$ cat config.mk
export PLATFORM = sky130hd
export DESIGN_NAME = irq_mask_ctrl
export DESIGN_NICKNAME = d
export VERILOG_FILES = /design/src/rtl/irq_pkg.sv /design/src/rtl/irq_mask_group.sv /design/src/rtl/irq_arm.sv /design/src/rtl/irq_mask_ctrl.sv
export SDC_FILE = /design/constraint.sdc
export NUM_CORES = 1
export LEC_CHECK = 0
export BUFFER_PORTS_ARGS = -buffer_cell sky130_fd_sc_hd__buf_2
export CAP_MARGIN = 20
export CORE_MARGIN = 10
export CORE_UTILIZATION = 45
export DETAILED_ROUTE_END_ITERATION = 12
export GPL_TIMING_DRIVEN = 1
export HOLD_SLACK_MARGIN = 0.06
export PLACE_DENSITY_LB_ADDON = 0.2
export SYNTH_ARGS = -nofsm -noshare
export SYNTH_HDL_FRONTEND = slang
export SYNTH_SLANG_ARGS = --single-unit
$ cat constraint.sdc
create_clock -name clk -period 3.3 [get_ports clk]
set_clock_uncertainty 0.15 [all_clocks]
set_input_delay 0.66 -clock clk [delete_from_list [all_inputs] [get_ports clk]]
set_output_delay 0.66 -clock clk [all_outputs]
set_load 0.01 [all_outputs]
$ cat src/rtl/irq_pkg.sv
package irq_pkg;
  localparam logic [7:0] A_TX_RAW = 8'h80;
  localparam logic [7:0] A_TX_MSK = 8'h84;
  localparam logic [7:0] A_TX_SET = 8'h88;
  localparam logic [7:0] A_TX_CLR = 8'h8C;
  localparam logic [7:0] A_VECTOR = 8'h90;
  localparam logic [7:0] A_EOI    = 8'h94;
  localparam logic [7:0] A_RX_RAW = 8'hA0;
  localparam logic [7:0] A_RX_MSK = 8'hA4;
  localparam logic [7:0] A_RX_SET = 8'hA8;
  localparam logic [7:0] A_RX_CLR = 8'hAC;
  localparam logic [7:0] A_DM_RAW = 8'hB0;
  localparam logic [7:0] A_DM_MSK = 8'hB4;
  localparam logic [7:0] A_DM_SET = 8'hB8;
  localparam logic [7:0] A_DM_CLR = 8'hBC;
  localparam int DMA_W = 2;
  localparam logic [DMA_W-1:0] DMA_IMPL = 2'b10;
endpackage

$ cat src/rtl/irq_mask_group.sv
module irq_mask_group #(
  parameter int W = 8,
  parameter logic [W-1:0] IMPL = '1
) (
  input  logic         clk,
  input  logic         rst_n,
  input  logic [W-1:0] src,
  input  logic         set_we,
  input  logic         clr_we,
  input  logic [W-1:0] wbits,
  output logic [W-1:0] mask_q,
  output logic [W-1:0] masked
);
  for (genvar i = 0; i < W; i++) begin : g_bit
    if (IMPL[i]) begin : g_impl
      always_ff @(posedge clk) begin
        if (!rst_n)                  mask_q[i] <= 1'b0;
        else if (set_we && wbits[i]) mask_q[i] <= 1'b1;
        else if (clr_we && wbits[i]) mask_q[i] <= 1'b0;
      end
    end else begin : g_tied
      assign mask_q[i] = 1'b0;
    end
  end

  assign masked = src & mask_q;


  set_bits_chk: assert property (@(posedge clk) disable iff (!rst_n)
    set_we |=> ((mask_q & $past(wbits)) == ($past(wbits) & IMPL)));

  clr_bits_chk: assert property (@(posedge clk) disable iff (!rst_n)
    clr_we |=> ((mask_q & $past(wbits)) == '0));

  mask_hold_chk: assert property (@(posedge clk) disable iff (!rst_n)
    (!set_we && !clr_we) |=> $stable(mask_q));
endmodule

$ cat src/rtl/irq_arm.sv
module irq_arm (
  input  logic clk,
  input  logic rst_n,
  input  logic pending,
  input  logic eoi_wr,
  output logic irq_pulse
);
  logic armed_q;

  always_ff @(posedge clk) begin
    if (!rst_n) begin
      armed_q   <= 1'b1;
      irq_pulse <= 1'b0;
    end else begin
      irq_pulse <= armed_q && pending;
      if (eoi_wr)                  armed_q <= 1'b1;
      else if (armed_q && pending) armed_q <= 1'b0;
    end
  end


  single_pulse_chk: assert property (@(posedge clk) disable iff (!rst_n)
    (irq_pulse && !$past(eoi_wr)) |=> !irq_pulse);

  eoi_rearm_chk: assert property (@(posedge clk) disable iff (!rst_n)
    (eoi_wr && pending) |=> ##1 irq_pulse || !$past(pending));
endmodule

$ cat src/rtl/irq_mask_ctrl.sv
module irq_mask_ctrl #(
  parameter int NUM_TX = 8,
  parameter int NUM_RX = 8,
  parameter int ADDR_W = 8,
  parameter int DATA_W = 32
) (
  input  logic              clk,
  input  logic              rst_n,
  input  logic [NUM_TX-1:0] tx_src,
  input  logic [NUM_RX-1:0] rx_src,
  input  logic              host_err,
  input  logic              reg_wr,
  input  logic              reg_rd,
  input  logic [ADDR_W-1:0] reg_addr,
  input  logic [DATA_W-1:0] reg_wdata,
  output logic [DATA_W-1:0] reg_rdata,
  output logic              irq_pulse
);
  import irq_pkg::*;

  localparam int VEC_PAD = DATA_W - NUM_TX - NUM_RX;

  logic [NUM_TX-1:0] tx_mask, tx_masked;
  logic [NUM_RX-1:0] rx_mask, rx_masked;
  logic [DMA_W-1:0]  dm_mask, dm_masked, dm_src;
  logic [7:0]        a;
  logic              eoi_wr;
  logic [DATA_W-1:0] rd_next;

  assign a      = 8'(reg_addr);
  assign dm_src = {host_err, 1'b0};
  assign eoi_wr = reg_wr && (a == A_EOI);

  irq_mask_group #(.W(NUM_TX)) u_tx (
    .clk(clk), .rst_n(rst_n), .src(tx_src),
    .set_we(reg_wr && a == A_TX_SET), .clr_we(reg_wr && a == A_TX_CLR),
    .wbits(reg_wdata[NUM_TX-1:0]), .mask_q(tx_mask), .masked(tx_masked));

  irq_mask_group #(.W(NUM_RX)) u_rx (
    .clk(clk), .rst_n(rst_n), .src(rx_src),
    .set_we(reg_wr && a == A_RX_SET), .clr_we(reg_wr && a == A_RX_CLR),
    .wbits(reg_wdata[NUM_RX-1:0]), .mask_q(rx_mask), .masked(rx_masked));

  irq_mask_group #(.W(DMA_W), .IMPL(DMA_IMPL)) u_dma (
    .clk(clk), .rst_n(rst_n), .src(dm_src),
    .set_we(reg_wr && a == A_DM_SET), .clr_we(reg_wr && a == A_DM_CLR),
    .wbits(reg_wdata[DMA_W-1:0]), .mask_q(dm_mask), .masked(dm_masked));

  irq_arm u_arm (
    .clk(clk), .rst_n(rst_n),
    .pending(|{tx_masked, rx_masked, dm_masked}),
    .eoi_wr(eoi_wr), .irq_pulse(irq_pulse));

  always_comb begin
    rd_next = '0;
    unique case (a)
      A_TX_RAW:           rd_next = DATA_W'(tx_src);
      A_TX_MSK:           rd_next = DATA_W'(tx_masked);
      A_TX_SET, A_TX_CLR: rd_next = DATA_W'(tx_mask);
      A_RX_RAW:           rd_next = DATA_W'(rx_src);
      A_RX_MSK:           rd_next = DATA_W'(rx_masked);
      A_RX_SET, A_RX_CLR: rd_next = DATA_W'(rx_mask);
      A_DM_RAW:           rd_next = DATA_W'(dm_src);
      A_DM_MSK:           rd_next = DATA_W'(dm_masked);
      A_DM_SET, A_DM_CLR: rd_next = DATA_W'(dm_mask);
      A_VECTOR:           rd_next = {{VEC_PAD{1'b0}}, rx_masked, tx_masked};
      default:            rd_next = '0;
    endcase
  end

  always_ff @(posedge clk) begin
    if (!rst_n)      reg_rdata <= '0;
    else if (reg_rd) reg_rdata <= rd_next;
  end


  rst_quiet_chk: assert property (@(posedge clk)
    !rst_n |=> (!irq_pulse && reg_rdata == '0));

  dma_bit0_chk: assert property (@(posedge clk) disable iff (!rst_n)
    !dm_mask[0]);
endmodule

# Word level (Yosys, flattened, before mapping)
# Index checks and enable logic that the tools add are counted.
# totals
reg_bits,51
latch_bits,0
ram_bits,0
romBits,0
input_bits,61
out_inout_bits,33
elab_cells,137
n_memories,0
# classes
addsub,0
mul,0
div,0
n_lt_le_gt_ge,0
n_eq_ne,14
shift,0
n_mux,35
bitwise_logic,4
reduce_logical,64
# op_table
operator,n
case mux 16 bit (10 select lines),1
"equality test 8 bit, second input constant",14
logical AND 1 bit,42
two-way mux 1 bit,34
nonzero test 2 bit,17
OR reduction 18 bit,1
AND 8 bit,2
OR reduction 2 bit,4
AND 2 bit,1
NOT 1 bit,1

# Depth between registers and ports, before layout
# Gate-level depths: netlist of run 1.
# logic_depth
ltp_word,5
mapped_depth,6
ltp_nobuf,4

# By module
# Synthesis of run 1 repeated with hierarchy kept, for this count alone.
# unflattened
hier_cells,281
hier_area_um2,2338.5
# by_module_without_submodules
mod,n_inst,cells_each,area_per_inst_um2,seq_area_each_um2
irq_mask_ctrl,1,184,1445.1,320.3
irq_mask_group (u_rx ...),2,42,384.1,160.2
irq_mask_group (u_dma),1,8,63.8,20.0
irq_arm,1,5,61.3,40.0

# Least setup slack after synthesis of run 1
# OpenSTA, ideal clock, no wires.
# synth_path
path_kind,input to register
startpoint,in reg_addr[6]
endpoint,reg u_rx.mask_q[3]
setup_time_ns,0.091
t_arrival_ns,2.041
required_ns,3.059
setup_slack_ns,1.018
stages,5
path_buffers,1
path_cell_list,or4b_4 nor4b_4 buf_6 a21oi_1 a311oi_1
# synth_between
elab_chain_len,4
word_cells_on_any_way,8
classes_between,eq/ne: 2; mux: 1; reduce/logical: 5
# synth_rtl
item,line_no,text
"start, declared",irq_mask_ctrl.sv:14,"input logic [ADDR_W-1:0] reg_addr,"
equality test 8 bit,irq_mask_ctrl.sv:41,".set_we(reg_wr && a == A_RX_SET), .clr_we(reg_wr && a == A_RX_CLR),"
logical AND 1 bit,irq_mask_ctrl.sv:41,
"logical AND 1 bit, on equally long branches","irq_mask_group.sv:18, irq_mask_group.sv:19",
two-way mux 1 bit / nonzero test 2 bit (equally long branches),-,
"end signal, assigned by index",irq_mask_group.sv:17,if (!rst_n) mask_q[i] <= 1'b0;
"end signal, assigned by index",irq_mask_group.sv:18,else if (set_we && wbits[i]) mask_q[i] <= 1'b1;
"end signal, assigned by index",irq_mask_group.sv:19,else if (clr_we && wbits[i]) mask_q[i] <= 1'b0;
"end, declared",irq_mask_group.sv:11,"output logic [W-1:0] mask_q,"
# Several ways; a longest one is shown, not always the timed one.
# A chain may end at the register's enable or synchronous reset.

# Final worst setup path of run 1
# layout_path
startpoint,in reg_addr[6]
endpoint,reg reg_rdata[5]
# layout_between
elab_chain_len,3
word_cells_on_any_way,17
classes_between,eq/ne: 13; mux: 1; reduce/logical: 3
# layout_rtl
item,line_no,text
equality test 8 bit,irq_mask_ctrl.sv:56,unique case (a)
OR reduction 2 bit,irq_mask_ctrl.sv:56,
case mux 16 bit (10 select lines) *,irq_mask_ctrl.sv:56,
"end signal, assigned",irq_mask_ctrl.sv:73,else if (reg_rd) reg_rdata <= rd_next;
"end, declared",irq_mask_ctrl.sv:16,"output logic [DATA_W-1:0] reg_rdata,"
# Every way passes the cells marked *; elsewhere a longest branch is shown, timed or not.

==> results.md, run 1 <==
| Item | Value | Unit |
| --- | --- | --- |
| Minimum clock period | 2.382 | ns |
| Die width | 86.47 | µm |
| Number of setup violations in the final report | 0 | - |
| Hold-fix buffer count after cts | 0 | - |
| Cell Area, Placed | 2227 | µm² |
| Number of antenna violations at the first check in global routing | 0 | - |
| Critical Path Fanout Max | 4 | - |
| Layout cells sized above 1 | 23.43 | % |
| Gr ovfl total | 0 | - |
| Final hold slack | 0.2852 | ns |
| Port Buffer Count | 53 | - |
| Outcome | finished, final reports clean | - |
| Area of all placed cells without fillers | 2315 | µm² |
| Vias after detailed routing | 2003 | - |
| Yosys warning count | 0 | - |
| Async SR Flop Fraction | 0 | % |
| Ant diodes | 0 | - |
| Arr. time, crit path | 2.47 | ns |
| Area of the core | 4324 | µm² |
| Worst Tran Pin Value | 0.8276 | ns |
| Total of flip-flops plus latches after synthesis | 35 | - |
| Crit share post-route | 72.17 | % |
| H-tree depth reported by CTS | 2 | - |
| Io pins | 94 | - |
| Root buf cell | clkbuf_8 | - |
| Part of the Yosys area used for sequential elements | 35.24 | % |
| Pre-Repair DR Iteration Count | 5 | - |
| Resized cells post-CTS | 0 | - |
| Setup tns final | 0 | ns |
| Cell leakage power | 0.9514 | nW |
| Fraction of post-synthesis cell area in the top cell type by area | 35.24 | % |
| Most common cell in the netlist | dfxtp_1 | - |
| Worst Hold Class | reg2reg | - |
| Height of the chip | 86.47 | µm |
| Post-Synthesis Cells | 236 | - |
| Sequential standard cell area | 700.7 | µm² |
| Routed Wire Length | 6064 | µm |
| Share of the core filled with cells in the final layout | 53.53 | % |
| Most used DFF post-synth | dfxtp_1 | - |
| Syn-to-layout area delta | 16.43 | % |
| Pin count of the biggest net entering global routing | 29 | - |
| RePlAce Congestion | 0.9119 | - |
| Post-route DRC | 0 | - |
| Number of buffers created by CTS | 5 | - |
| Sort of element at the start of the critical path | primary input | - |
| # Max-Cap Violations | 0 | - |
| TritonCTS Sinks | 35 | - |
| Combined area of the multi-input logic cells | 1132 | µm² |
| Clock tree from TritonCTS | yes | - |
| Number of flops mapped to enable cells by yosys | 0 | - |
| Required time reported for the critical path endpoint | 3.38 | ns |
| Power density cells | 362.2 | nW/µm² |
| Setup Buffers After CTS | 0 | - |
| Clock transition at path regs | 0.07 | ns |
| Number of distinct standard cells referenced by the synthesized netlist | 44 | - |
| Clk_lat worst skew | 0.29 | ns |
| Worst-case reg-to-reg path depth | 4 | - |
| Max transition margin | 44.05 | % |
| Buffer depth of the longest clock path | 2 | - |
| Iteration-0 DRC count of the detailed router | 243 | - |
| Starting utilization of the core area | 45.98 | % |
| Count of standard-cell rows | 24 | - |
| Fmax | 419.9 | MHz |
| Kind of end point of the critical path | flop | - |
| Post-Synthesis Cell Area | 1988 | µm² |
| Worst vdd ir | 0.2381 | mV |
| Avg Synthesized Cell Area | 8.424 | µm² |
| Worst Hold Depth | 2 | - |
| Type of the worst setup path | in2reg | - |
| Vias in the first global route | 1821 | - |
| Top cells by count, synth | 35 x dfxtp_1, 26 x nand2_1, 24 x a21oi_1 | - |
| Global-route wire length before repair | 9218 | µm |
| WL per Instance | 17.94 | µm |
| Dominant cell type by area after synthesis | dfxtp_1 | - |
| Post-DP HPWL | 4593 | µm |
| ANT nets after route | 0 | - |
| Nets@finish | 347 | - |
| Most area-consuming cells after synthesis | dfxtp_1 35%, a311oi_1 6.2%, a21oi_1 6.0% | - |
| Area enclosed by the die boundary | 7477 | µm² |
| Overall routing resource usage | 15.14 | % |
| RSZ-0062 raised after global routing | false | - |
| Via-to-Cell Ratio | 5.926 | - |
| Fill cell total of the finished layout | 440 | - |
| Final Max Slew Viols | 0 | - |
| Hold Fails Final Rpt | 0 | - |
==> path summary, 6_finish.rpt <==
path | startpoint | to | slack (ns)
worst max-delay path | reg_addr[6] | reg_rdata[5]$_SDFFE_PN0P_ | 0.92
worst min-delay path | u_arm.armed_q$_SDFFE_PP1P_ | u_arm.irq_pulse$_SDFF_PN0_ | 0.29
worst min register to register | u_arm.armed_q$_SDFFE_PP1P_ | u_arm.irq_pulse$_SDFF_PN0_ | 0.29
worst max register to register | u_tx.mask_q[3]$_SDFFE_PN0P_ | u_arm.armed_q$_SDFFE_PP1P_ | 1.81
==> kinds of logic after synthesis <==
family          after synthesis  share of synthesized area [%]
mux                           4                          2.014
simple gates                 67                          19.57
buf+inv                      38                          10.64
other cells                   1                         0.1886
flops                        35                          35.24
xor+xnor                      1                         0.4406
compound gates               90                          31.91
==> power by group <==
group / internal, W / switching, W
logic: 0.0000320 / 0.0000672
registers: 0.000423 / 0.000000673
clock network: 0.000164 / 0.000152
total: 0.000619 / 0.000220
==> worst max-delay path, cell delays in order <==
cell and delay [ns]:
buf_2 0.12, or4b_4 0.58, nor4b_1 0.71, o2bb2ai_1 0.20, a32o_1 0.19
==> stage by stage <==
stage | setup WS, ns | total power, W | instances
2_1_floorplan | 1.018 | 0.0004961 | 251
3_3_place_gp | 0.7080 | 0.0005301 | 331
3_5_place_dp | 0.7069 | 0.0005295 | 331
4_1_cts | 0.9777 | 0.0008408 | 338
5_1_grt | 0.6871 | 0.0008646 | 338
6_report | 0.9184 | 0.0008384 | 338
==> flip-flops by register name, indices dropped and copies added (netlist names) <==
register,cells
u_dma.mask_q,1
u_arm.armed_q,1
reg_rdata,16
u_rx.mask_q,8
u_arm.irq_pulse,1
u_tx.mask_q,8
==> routing by layer <==
| layer | share of wire, % | up-vias | routed length, µm | track usage [%] |
|---|---|---|---|---|
| met5 | 0 | - | 0 | 0 |
| li1 | - | 980 | - | - |
| met3 | 9.5 | 7 | 578 | 4.784 |
| met4 | 1.0 | 0 | 63 | 5.302 |
| met2 | 46 | 115 | 2770 | 22.55 |
| met1 | 44 | 901 | 2651 | 20.01 |
==> cell usage in the layout, fill, tap and decap left out, types with 8 or more instances in the layout <==
| cell type | Yosys | routed |
|---|---|---|
| conb_1 | 1 | 16 |
| nand3_1 | 10 | 10 |
| a311oi_1 | 14 | 14 |
| inv_1 | 8 | 8 |
| a21oi_1 | 24 | 24 |
| o21ai_0 | 13 | 13 |
| buf_2 | 1 | 53 |
| o22ai_1 | 8 | 8 |
| dfxtp_1 | 35 | 35 |
| nand2_1 | 26 | 26 |
==> final cells by class <==
| cell class | instances | share of cell area, % |
|---|---|---|
| clock buffers | 6 | 3.568 |
| clock inverters | 1 | 0.2162 |
| inverters | 9 | 1.459 |
| multi-input cells | 178 | 48.92 |
| flip-flops and latches | 35 | 30.27 |
| well taps | 52 | 2.811 |
| repair buffers | 57 | 12.76 |
No activity file was read; power rests on OpenSTA's default activity.
==> inputs of run 2 (changes only) <==
--- a/config.mk
+++ b/config.mk
@@ -8,7 +8,7 @@
 export BUFFER_PORTS_ARGS = -buffer_cell sky130_fd_sc_hd__buf_2
 export CAP_MARGIN = 20
 export CORE_MARGIN = 10
-export CORE_UTILIZATION = 45
+export CORE_UTILIZATION = 42
 export DETAILED_ROUTE_END_ITERATION = 12
 export GPL_TIMING_DRIVEN = 1
 export HOLD_SLACK_MARGIN = 0.06
==> constraint.sdc (replaced) <==
create_clock -name clk -period 2.1 [get_ports clk]
set_clock_uncertainty 0.15 [all_clocks]
set_input_delay 0.42 -clock clk [delete_from_list [all_inputs] [get_ports clk]]
set_output_delay 0.42 -clock clk [all_outputs]
set_load 0.01 [all_outputs]
==> run 2 against run 1 <==
Against the previous run: via count grew 3.6%; combinational power grew 78%; highest routed layer unchanged; critical endpoint is now u_rx.mask_q[2]$_SDFFE_PN0P_; clock-buffer cell count grew 1; sequential power grew 57%; die area grew 5.5%; global-route usage grew 1.1 points; critical path depth grew 1; register-to-register slack lost 1.3 ns; sequential share of layout area shrank 1.9 points; power grew 67%.
==> results.md, run 2 (synthesis gave the netlist of run 1 again) <==
| Item | Value | Unit | Change |
| --- | --- | --- | --- |
| Routed Wire Length | 6487 | µm | +7.0% |
| Vias after detailed routing | 2075 | - | +3.6% |
| Max transition margin | 64.28 | % | +20 points |
| Non-Filler Instances | 354 | - | +4.7% |
| ANT nets after route | 0 | - | unchanged |
| Minimum clock period | 1.848 | ns |  |
| Internal Dissipation | 0.001027 | W | +66% |
| Die width | 88.80 | µm | +2.7% |
| Buffer depth of the longest clock path | 2 | - | unchanged |
| Leading cell type in the layout, fill and taps excluded | buf_2 | - |  |
| Count of standard-cell rows | 24 | - | unchanged |
| Required time reported for the critical path endpoint | 2.16 | ns | -1.22 ns |
| Switching power total | 0.0003747 | W | +71% |
| Comb pwr share | 12.5 | % | +0.7 points |
| TritonCTS Sinks | 35 | - | unchanged |
| Height of the chip | 88.80 | µm | +2.7% |
| Global-route wire length before repair | 10020 | µm | +8.7% |
| Post-Place Worst Slack | -0.06088 | ns | -0.7678 ns |
| Power density cells | 567.9 | nW/µm² | +57% |
| Root buf cell | clkbuf_8 | - |  |
| H-tree depth reported by CTS | 2 | - | unchanged |
| Nets@finish | 362 | - | +4.3% |
| Fmax | 541.2 | MHz |  |
| Register ranked first by flip-flop count | reg_rdata | - |  |
| Clock transition at path regs | 0.07 | ns | about the same |
| Crit share post-route | 87.99 | % |  |
| Post-DP HPWL | 4996 | µm | +8.8% |
| # Max-Cap Violations | 0 | - | unchanged |
| Reg power frac | 47.5 | % | -3.0 points |
| Hold Fails Final Rpt | 0 | - | unchanged |
| WL per Instance | 18.32 | µm | +2.1% |
| Arr. time, crit path | 1.90 | ns | -0.57 ns |
| Critical Path Fanout Max | 15 | - | +11 |
| Clock power share | 40.0 | % | +2.4 points |
| Outcome | finished, final reports clean | - |  |
| Worst Tran Pin Value | 0.5339 | ns | -0.2937 ns |
| Post-route DRC | 0 | - | unchanged |
| Worst Hold Class | in2reg | - |  |
| Kind of cell with the highest combined delay on the critical path | simple AND/OR/NAND/NOR gates | - |  |
| Ant diodes | 0 | - | unchanged |
| Vias in the first global route | 1920 | - | +5.4% |
| Clock tree from TritonCTS | yes | - |  |
| Final setup slack of the worst path | 0.2521 | ns | -0.6663 ns |
| Overall routing resource usage | 16.26 | % | +1.1 points |
| Cell leakage power | 1.035 | nW | +8.8% |
| Io pins | 94 | - | unchanged |
| Clk_lat worst skew | 0.29 | ns | about the same |
| Number of antenna violations at the first check in global routing | 0 | - | unchanged |
| Crit path buffers/inverters | 2 | - | +1 |
| Pre-Repair DR Iteration Count | 4 | - | -1 |
| Setup Buffers After CTS | 0 | - | unchanged |
| Syn-to-layout area delta | 24.17 | % |  |
| CP cell instances | buf_2 -> or4b_4 -> nor4b_4 -> buf_12 -> a21oi_1 -> a311oi_1 | - |  |
| Resized cells post-CTS | 0 | - | unchanged |
| Cell count after placement | 346 | - | +4.5% |
| Proportion of total power due to net switching | 26.73 | % | +0.54 points |
| Starting utilization of the core area | 44.44 | % | -1.5 points |
| Port Buffer Count | 53 | - | unchanged |
| Area of the core | 4474 | µm² | +3.5% |
| Peak per-stage delay on the critical path | 0.57 | ns | -0.14 ns |
| Worst vdd ir | 0.3564 | mV | +50% |
| Commonest cells after routing, fill and taps aside | 53 x buf_2, 35 x dfxtp_1, 26 x nand2_1 | - |  |
| Layout cells sized above 1 | 27.48 | % | +4.1 points |
| Library cell contributing the largest single delay on the critical path | or4b_4 | - |  |
| Final Max Slew Viols | 0 | - | unchanged |
| Biggest regs | reg_rdata (16), u_rx.mask_q (8), u_tx.mask_q (8) | - |  |
| Area enclosed by the die boundary | 7885 | µm² | +5.5% |
| Number of buffers created by CTS | 5 | - | unchanged |
| Iteration-0 DRC count of the detailed router | 188 | - | -23% |
| Hold-fix buffer count after cts | 0 | - | unchanged |
| Gr ovfl total | 0 | - | unchanged |
| Number of setup violations in the final report | 0 | - | unchanged |
| RSZ-0062 raised after global routing | false | - |  |
| RePlAce Congestion | 0.9194 | - | +0.82% |
| Sort of element at the start of the critical path | primary input | - |  |
| Type of the worst setup path | in2reg | - |  |
| Number of flip-flops in the largest register | 16 | - | unchanged |
| Via-to-Cell Ratio | 5.862 | - | -1.1% |
| Kind of end point of the critical path | flop | - |  |
| Pin count of the biggest net entering global routing | 19 | - | -34% |
## run 2: changes by cell type in the layout (fill, tap and decap cells not counted), sizes merged
cell      before  now
buf           57   72
clkinv         2    1
clkinvlp       0    1
clkbuf         6    7
## run 2: final cells by class
cell class                 count  area [µm²]
fill                         450        2006
multi-input combinational    178        1132
sequential                    35       700.7
timing repair buffer          72       432.9
clock buffer                   7       96.34
tap                           52       65.06
inverter                       9       33.78
clock inverter                 1       7.507
## run 2: power by group through the flow
stage	clock network (W)	logic, W	registers [W]
floorplan	0	0.0000986	0.000681
global placement	0	0.000171	0.000681
detailed placement	0	0.000171	0.000681
CTS	0.000569	0.000172	0.000665
global route	0.000604	0.000190	0.000666
finish	0.000561	0.000176	0.000666
## run 2: final timing paths
check                              startpoint                           to  slack (ns)  cells after the start
setup / recovery                  reg_addr[6]  u_rx.mask_q[2]$_SDFFE_PN0P_        0.25                      6
hold / removal                   reg_wdata[4]  u_tx.mask_q[4]$_SDFFE_PN0P_        0.21                      2
setup reg to reg  u_tx.mask_q[7]$_SDFFE_PN0P_   u_arm.armed_q$_SDFFE_PP1P_        0.55                      4
hold reg to reg    u_arm.armed_q$_SDFFE_PP1P_   u_arm.irq_pulse$_SDFF_PN0_        0.28                      2
## run 2: worst reg2reg max path, cell delays in order, from the launching register on
cell	delay (ns)
dfxtp_1	0.34
a222oi_1	0.34
nand4_1	0.12
nor3_1	0.33
a221o_1	0.21
## run 2: through the flow
| stage | utilization [%] | TNS, ns | instance area (µm²) | hold slack [ns] | power (W) |
|---|---|---|---|---|---|
| CTS | 55.17 | 0 | 2469 | 0.2070 | 0.001406 |
| global route | 55.17 | 0 | 2469 | 0.2103 | 0.001459 |
| global placement | 52.85 | -0.2197 | 2365 | 0.2720 | 0.0008516 |
| floorplan | - | 0 | 2044 | 0.2599 | 0.0007795 |
| finish | 55.17 | 0 | 2469 | 0.2117 | 0.001402 |
| detailed placement | 52.85 | -0.4179 | 2365 | 0.2734 | 0.0008517 |
## run 2: routing by layer
metal | wire (µm) | track usage [%] | vias to the layer above
met3 | 537 | 4.596 | 10
li1 | - | - | 1020
met1 | 2933 | 21.76 | 971
met2 | 2929 | 24.40 | 74
met5 | 0 | 0 | -
met4 | 85 | 5.433 | 0
==> inputs of run 3 (changes only) <==
--- a/config.mk
+++ b/config.mk
@@ -5,10 +5,11 @@
 export SDC_FILE = /design/constraint.sdc
 export NUM_CORES = 1
 export LEC_CHECK = 0
+export ABC_AREA = 1
 export BUFFER_PORTS_ARGS = -buffer_cell sky130_fd_sc_hd__buf_2
 export CAP_MARGIN = 20
 export CORE_MARGIN = 10
-export CORE_UTILIZATION = 42
+export CORE_UTILIZATION = 43
 export DETAILED_ROUTE_END_ITERATION = 12
 export GPL_TIMING_DRIVEN = 1
 export HOLD_SLACK_MARGIN = 0.06
==> run 3 against run 2 <==
Against the previous run: final area grew 1.7%; utilization down 2.7 points; combinational power down 24%; die area is 4.9% higher; sequential cell count unchanged; clock-buffer cell count shrank 1; maximum frequency is 26% higher; critical path depth rose by 2; hold slack lost 0.025 ns; power is 11% lower; sequential share of layout area down 0.47 points; global-route usage decreased by 2.1 points.
==> results.md, run 3 <==
| Item | Value | Unit | Change |
| --- | --- | --- | --- |
| Gr ovfl total | 0 | - | unchanged |
| Overall routing resource usage | 14.11 | % | -2.1 points |
| Required time reported for the critical path endpoint | 2.17 | ns | about the same |
| H-tree depth reported by CTS | 2 | - | unchanged |
| Number of flip-flops in the largest register | 16 | - | unchanged |
| Type of the worst setup path | in2reg | - |  |
| Vias after detailed routing | 2209 | - | +6.5% |
| Flop-to-flop setup slack | 0.76 | ns | +0.21 ns |
| Peak per-stage delay on the critical path | 0.32 | ns | -0.25 ns |
| Most frequent cell on the critical path | nor2_2 | - |  |
| Register ranked first by flip-flop count | reg_rdata | - |  |
| Port Buffer Count | 53 | - | unchanged |
| Sort of element at the start of the critical path | primary input | - |  |
| Buffer depth of the longest clock path | 2 | - | unchanged |
| Commonest cells after routing, fill and taps aside | 107 x nand2_1, 53 x buf_2, 38 x nand3_1 | - |  |
| Routed Wire Length | 5871 | µm | -9.5% |
| RePlAce Congestion | 0.8176 | - | -11% |
| Pre-Repair DR Iteration Count | 4 | - | unchanged |
| Io pins | 94 | - | unchanged |
| Worst vdd ir | 0.3087 | mV | -13% |
| RSZ-0062 raised after global routing | false | - |  |
| Number of buffers created by CTS | 5 | - | unchanged |
| Avg Synthesized Cell Area | 6.438 | µm² | -24% |
| Fmax | 679.6 | MHz | +26% |
| Cell Area, Placed | 2437 | µm² | +3.1% |
| Vias in the first global route | 2171 | - | +13% |
| Root buf cell | clkbuf_8 | - |  |
| TritonCTS Sinks | 35 | - | unchanged |
| Crit. path cell count | 8 | - | +2 |
| Number of distinct standard cells referenced by the synthesized netlist | 21 | - | -52% |
| Kind of end point of the critical path | flop | - |  |
| Power density cells | 496.3 | nW/µm² | -13% |
| Outcome | finished, final reports clean | - |  |
| Critical Path Fanout Max | 7 | - | -8 |
| Max transition margin | 67.08 | % | +2.8 points |
| Final Max Slew Viols | 0 | - | unchanged |
| Clock transition at path regs | 0.06 | ns | about the same |
| Endpoint with the worst hold slack | u_arm.armed_q$_SDFFE_PP1P_ | - |  |
| Iteration-0 DRC count of the detailed router | 97 | - | -48% |
| Pin count of the biggest net entering global routing | 34 | - | +15 |
| ANT nets after route | 0 | - | unchanged |
| Clk_lat worst skew | 0.29 | ns | about the same |
| Count of standard-cell rows | 25 | - | +4.2% |
| Library cell contributing the largest single delay on the critical path | nor2_2 | - |  |
| Post-route DRC | 0 | - | unchanged |
| Via-to-Cell Ratio | 4.834 | - | -18% |
| Kind of cell with the highest combined delay on the critical path | simple AND/OR/NAND/NOR gates | - |  |
| Starting utilization of the core area | 45.20 | % | +0.77 points |
| Area of all placed cells without fillers | 2510 | µm² | +1.7% |
| Ant diodes | 0 | - | unchanged |
| Height of the chip | 90.93 | µm | +2.4% |
| Top cells by count, synth | 107 x nand2_1, 38 x nand3_1, 35 x dfxtp_1 | - |  |
| Post-Synthesis Cells | 336 | - | +42% |
| Total of flip-flops plus latches after synthesis | 35 | - | unchanged |
| Yosys warning count | 0 | - | unchanged |
| Global-route wire length before repair | 9839 | µm | -1.8% |
| Worst reg2reg endpoint | u_arm.irq_pulse$_SDFF_PN0_ | - |  |
| Biggest regs | reg_rdata (16), u_rx.mask_q (8), u_tx.mask_q (8) | - |  |
| Hold-fix buffer count after cts | 0 | - | unchanged |
| WL per Instance | 12.85 | µm | -30% |
| # Max-Cap Violations | 0 | - | unchanged |
| Number of flops mapped to enable cells by yosys | 0 | - | unchanged |
| Post-DP HPWL | 4806 | µm | -3.8% |
| Hold Fails Final Rpt | 0 | - | unchanged |
| Fraction of post-synthesis cell area in the top cell type by area | 32.39 | % | -2.9 points |
| Worst-case reg-to-reg path depth | 4 | - | unchanged |
| Worst Tran Pin Value | 0.4892 | ns | -0.04465 ns |
| Most used DFF post-synth | dfxtp_1 | - |  |
| Layout cells sized above 1 | 23.33 | % | -4.2 points |
| Worst Hold Class | in2reg | - |  |
| Launch instance of the worst min-delay path | rst_n | - |  |
| Part of the Yosys area used for sequential elements | 32.39 | % | -2.9 points |
| Dominant cell type by area after synthesis | dfxtp_1 | - |  |
| Clock tree from TritonCTS | yes | - |  |
| Fill cell total of the finished layout | 512 | - | +14% |
| Crit share post-route | 70.07 | % | -18 points |
| Setup Buffers After CTS | 0 | - | unchanged |
| Cell leakage power | 1.260 | nW | +22% |
| Setup tns final | 0 | ns | unchanged |
| Post-Synthesis Cell Area | 2163 | µm² | +8.8% |
| Resized cells post-CTS | 0 | - | unchanged |
| Leading cell type in the layout, fill and taps excluded | nand2_1 | - |  |
| Area of the core | 4786 | µm² | +7.0% |
| Minimum clock period | 1.471 | ns | -0.3764 ns |
| Crit path buffers/inverters | 1 | - | -1 |
| Syn-to-layout area delta | 16.02 | % |  |
| Die width | 90.93 | µm | +2.4% |
| Async SR Flop Fraction | 0 | % | unchanged |
| Worst Hold Depth | 2 | - | unchanged |
| Area enclosed by the die boundary | 8268 | µm² | +4.9% |
| Arr. time, crit path | 1.55 | ns | -0.35 ns |
| Number of antenna violations at the first check in global routing | 0 | - | unchanged |
| Number of setup violations in the final report | 0 | - | unchanged |
| R2R Path Start | u_tx.mask_q[5]$_SDFFE_PN0P_ | - |  |
| Most common cell in the netlist | nand2_1 | - |  |
| CP cell instances | buf_2 -> nor2_2 -> nand3_2 -> nor2_2 -> nand2_1 -> nand3_1 -> o21bai_1 -> a21oi_1 | - |  |
| Nets@finish | 452 | - | +25% |
| Most area-consuming cells after synthesis | dfxtp_1 32%, nand2_1 19%, nand3_1 8.8% | - |  |
## run 3: cell count changes in the layout (fill, tap and decap cells not counted), sizes merged, moves of 10 or more
cell | before | now
nand2 | 26 | 118
inv | 8 | 37
nand3 | 10 | 39
buf | 72 | 55
a311oi | 14 | 0
nor2 | 4 | 17
a21oi | 24 | 34
## run 3: area by class of cell
type                    instances  area (µm²)  share of cell area [%]
multi-input cells             257        1234                   49.15
flip-flops and latches         35       700.7                   27.92
repair buffers                 55       280.3                   11.17
inverters                      37       138.9                   5.533
well taps                      67       83.83                   3.340
clock buffers                   6       72.57                   2.891
## run 3: metal layers
metal / up-vias / GRT usage, % / routed length (µm)
met4: 0 / 4.830 / 94
li1: 1164 / - / -
met5: - / 0 / 0
met3: 10 / 4.609 / 457
met2: 71 / 23.21 / 2696
met1: 964 / 16.87 / 2623
## run 3: cells by family after synthesis
family	count (synthesis)	share of synthesized area [%]
AOI/OAI and AO/OA	58	14.46
buffers and inverters	59	13.19
DFF	35	32.39
and+or+nand+nor	183	39.79
other	1	0.1733
## run 3: worst max path at each step
stage | from | endpoint | slack (ns)
detailed placement | reg_addr[0] | u_rx.mask_q[1]$_SDFFE_PN0P_ | 0.32
global route | reg_addr[1] | reg_rdata[2]$_SDFFE_PN0P_ | 0.46
finish | reg_addr[1] | reg_rdata[0]$_SDFFE_PN0P_ | 0.63
global placement | reg_addr[0] | u_rx.mask_q[1]$_SDFFE_PN0P_ | 0.34
CTS | reg_addr[0] | u_rx.mask_q[1]$_SDFFE_PN0P_ | 0.62
floorplan | reg_addr[0] | u_rx.mask_q[1]$_SDFFE_PN0P_ | 0.62
## run 3: power by group
part / leakage, nW / switching, W / internal (W)
registers: 0.282 / 0.000000600 / 0.000665
clock network: 0.0371 / 0.000226 / 0.000221
logic: 0.941 / 0.0000921 / 0.0000415
total: 1.26 / 0.000319 / 0.000927
## run 3: worst reg2reg max path: cells and delay by family, from the launching register on
| kind | cells | cell delay, ns |
|---|---|---|
| and+or+nand+nor | 3 | 0.60 |
| DFF | 1 | 0.33 |
| AOI/OAI and AO/OA | 1 | 0.14 |
## run 3: stage by stage
| stage | std cells | setup slack (ns) | utilization [%] | hold slack, ns | total power, W |
|---|---|---|---|---|---|
| after floorplan | 351 | 0.6222 | - | 0.2626 | 0.0007718 |
| after global placement | 451 | 0.3417 | 50.93 | 0.2803 | 0.0008107 |
| after detailed placement | 451 | 0.3200 | 50.93 | 0.2880 | 0.0008120 |
| after CTS | 457 | 0.6208 | 52.44 | 0.1834 | 0.001251 |
| after global routing | 457 | 0.4626 | 52.44 | 0.2166 | 0.001295 |
| final | 457 | 0.6285 | 52.44 | 0.1871 | 0.001246 |
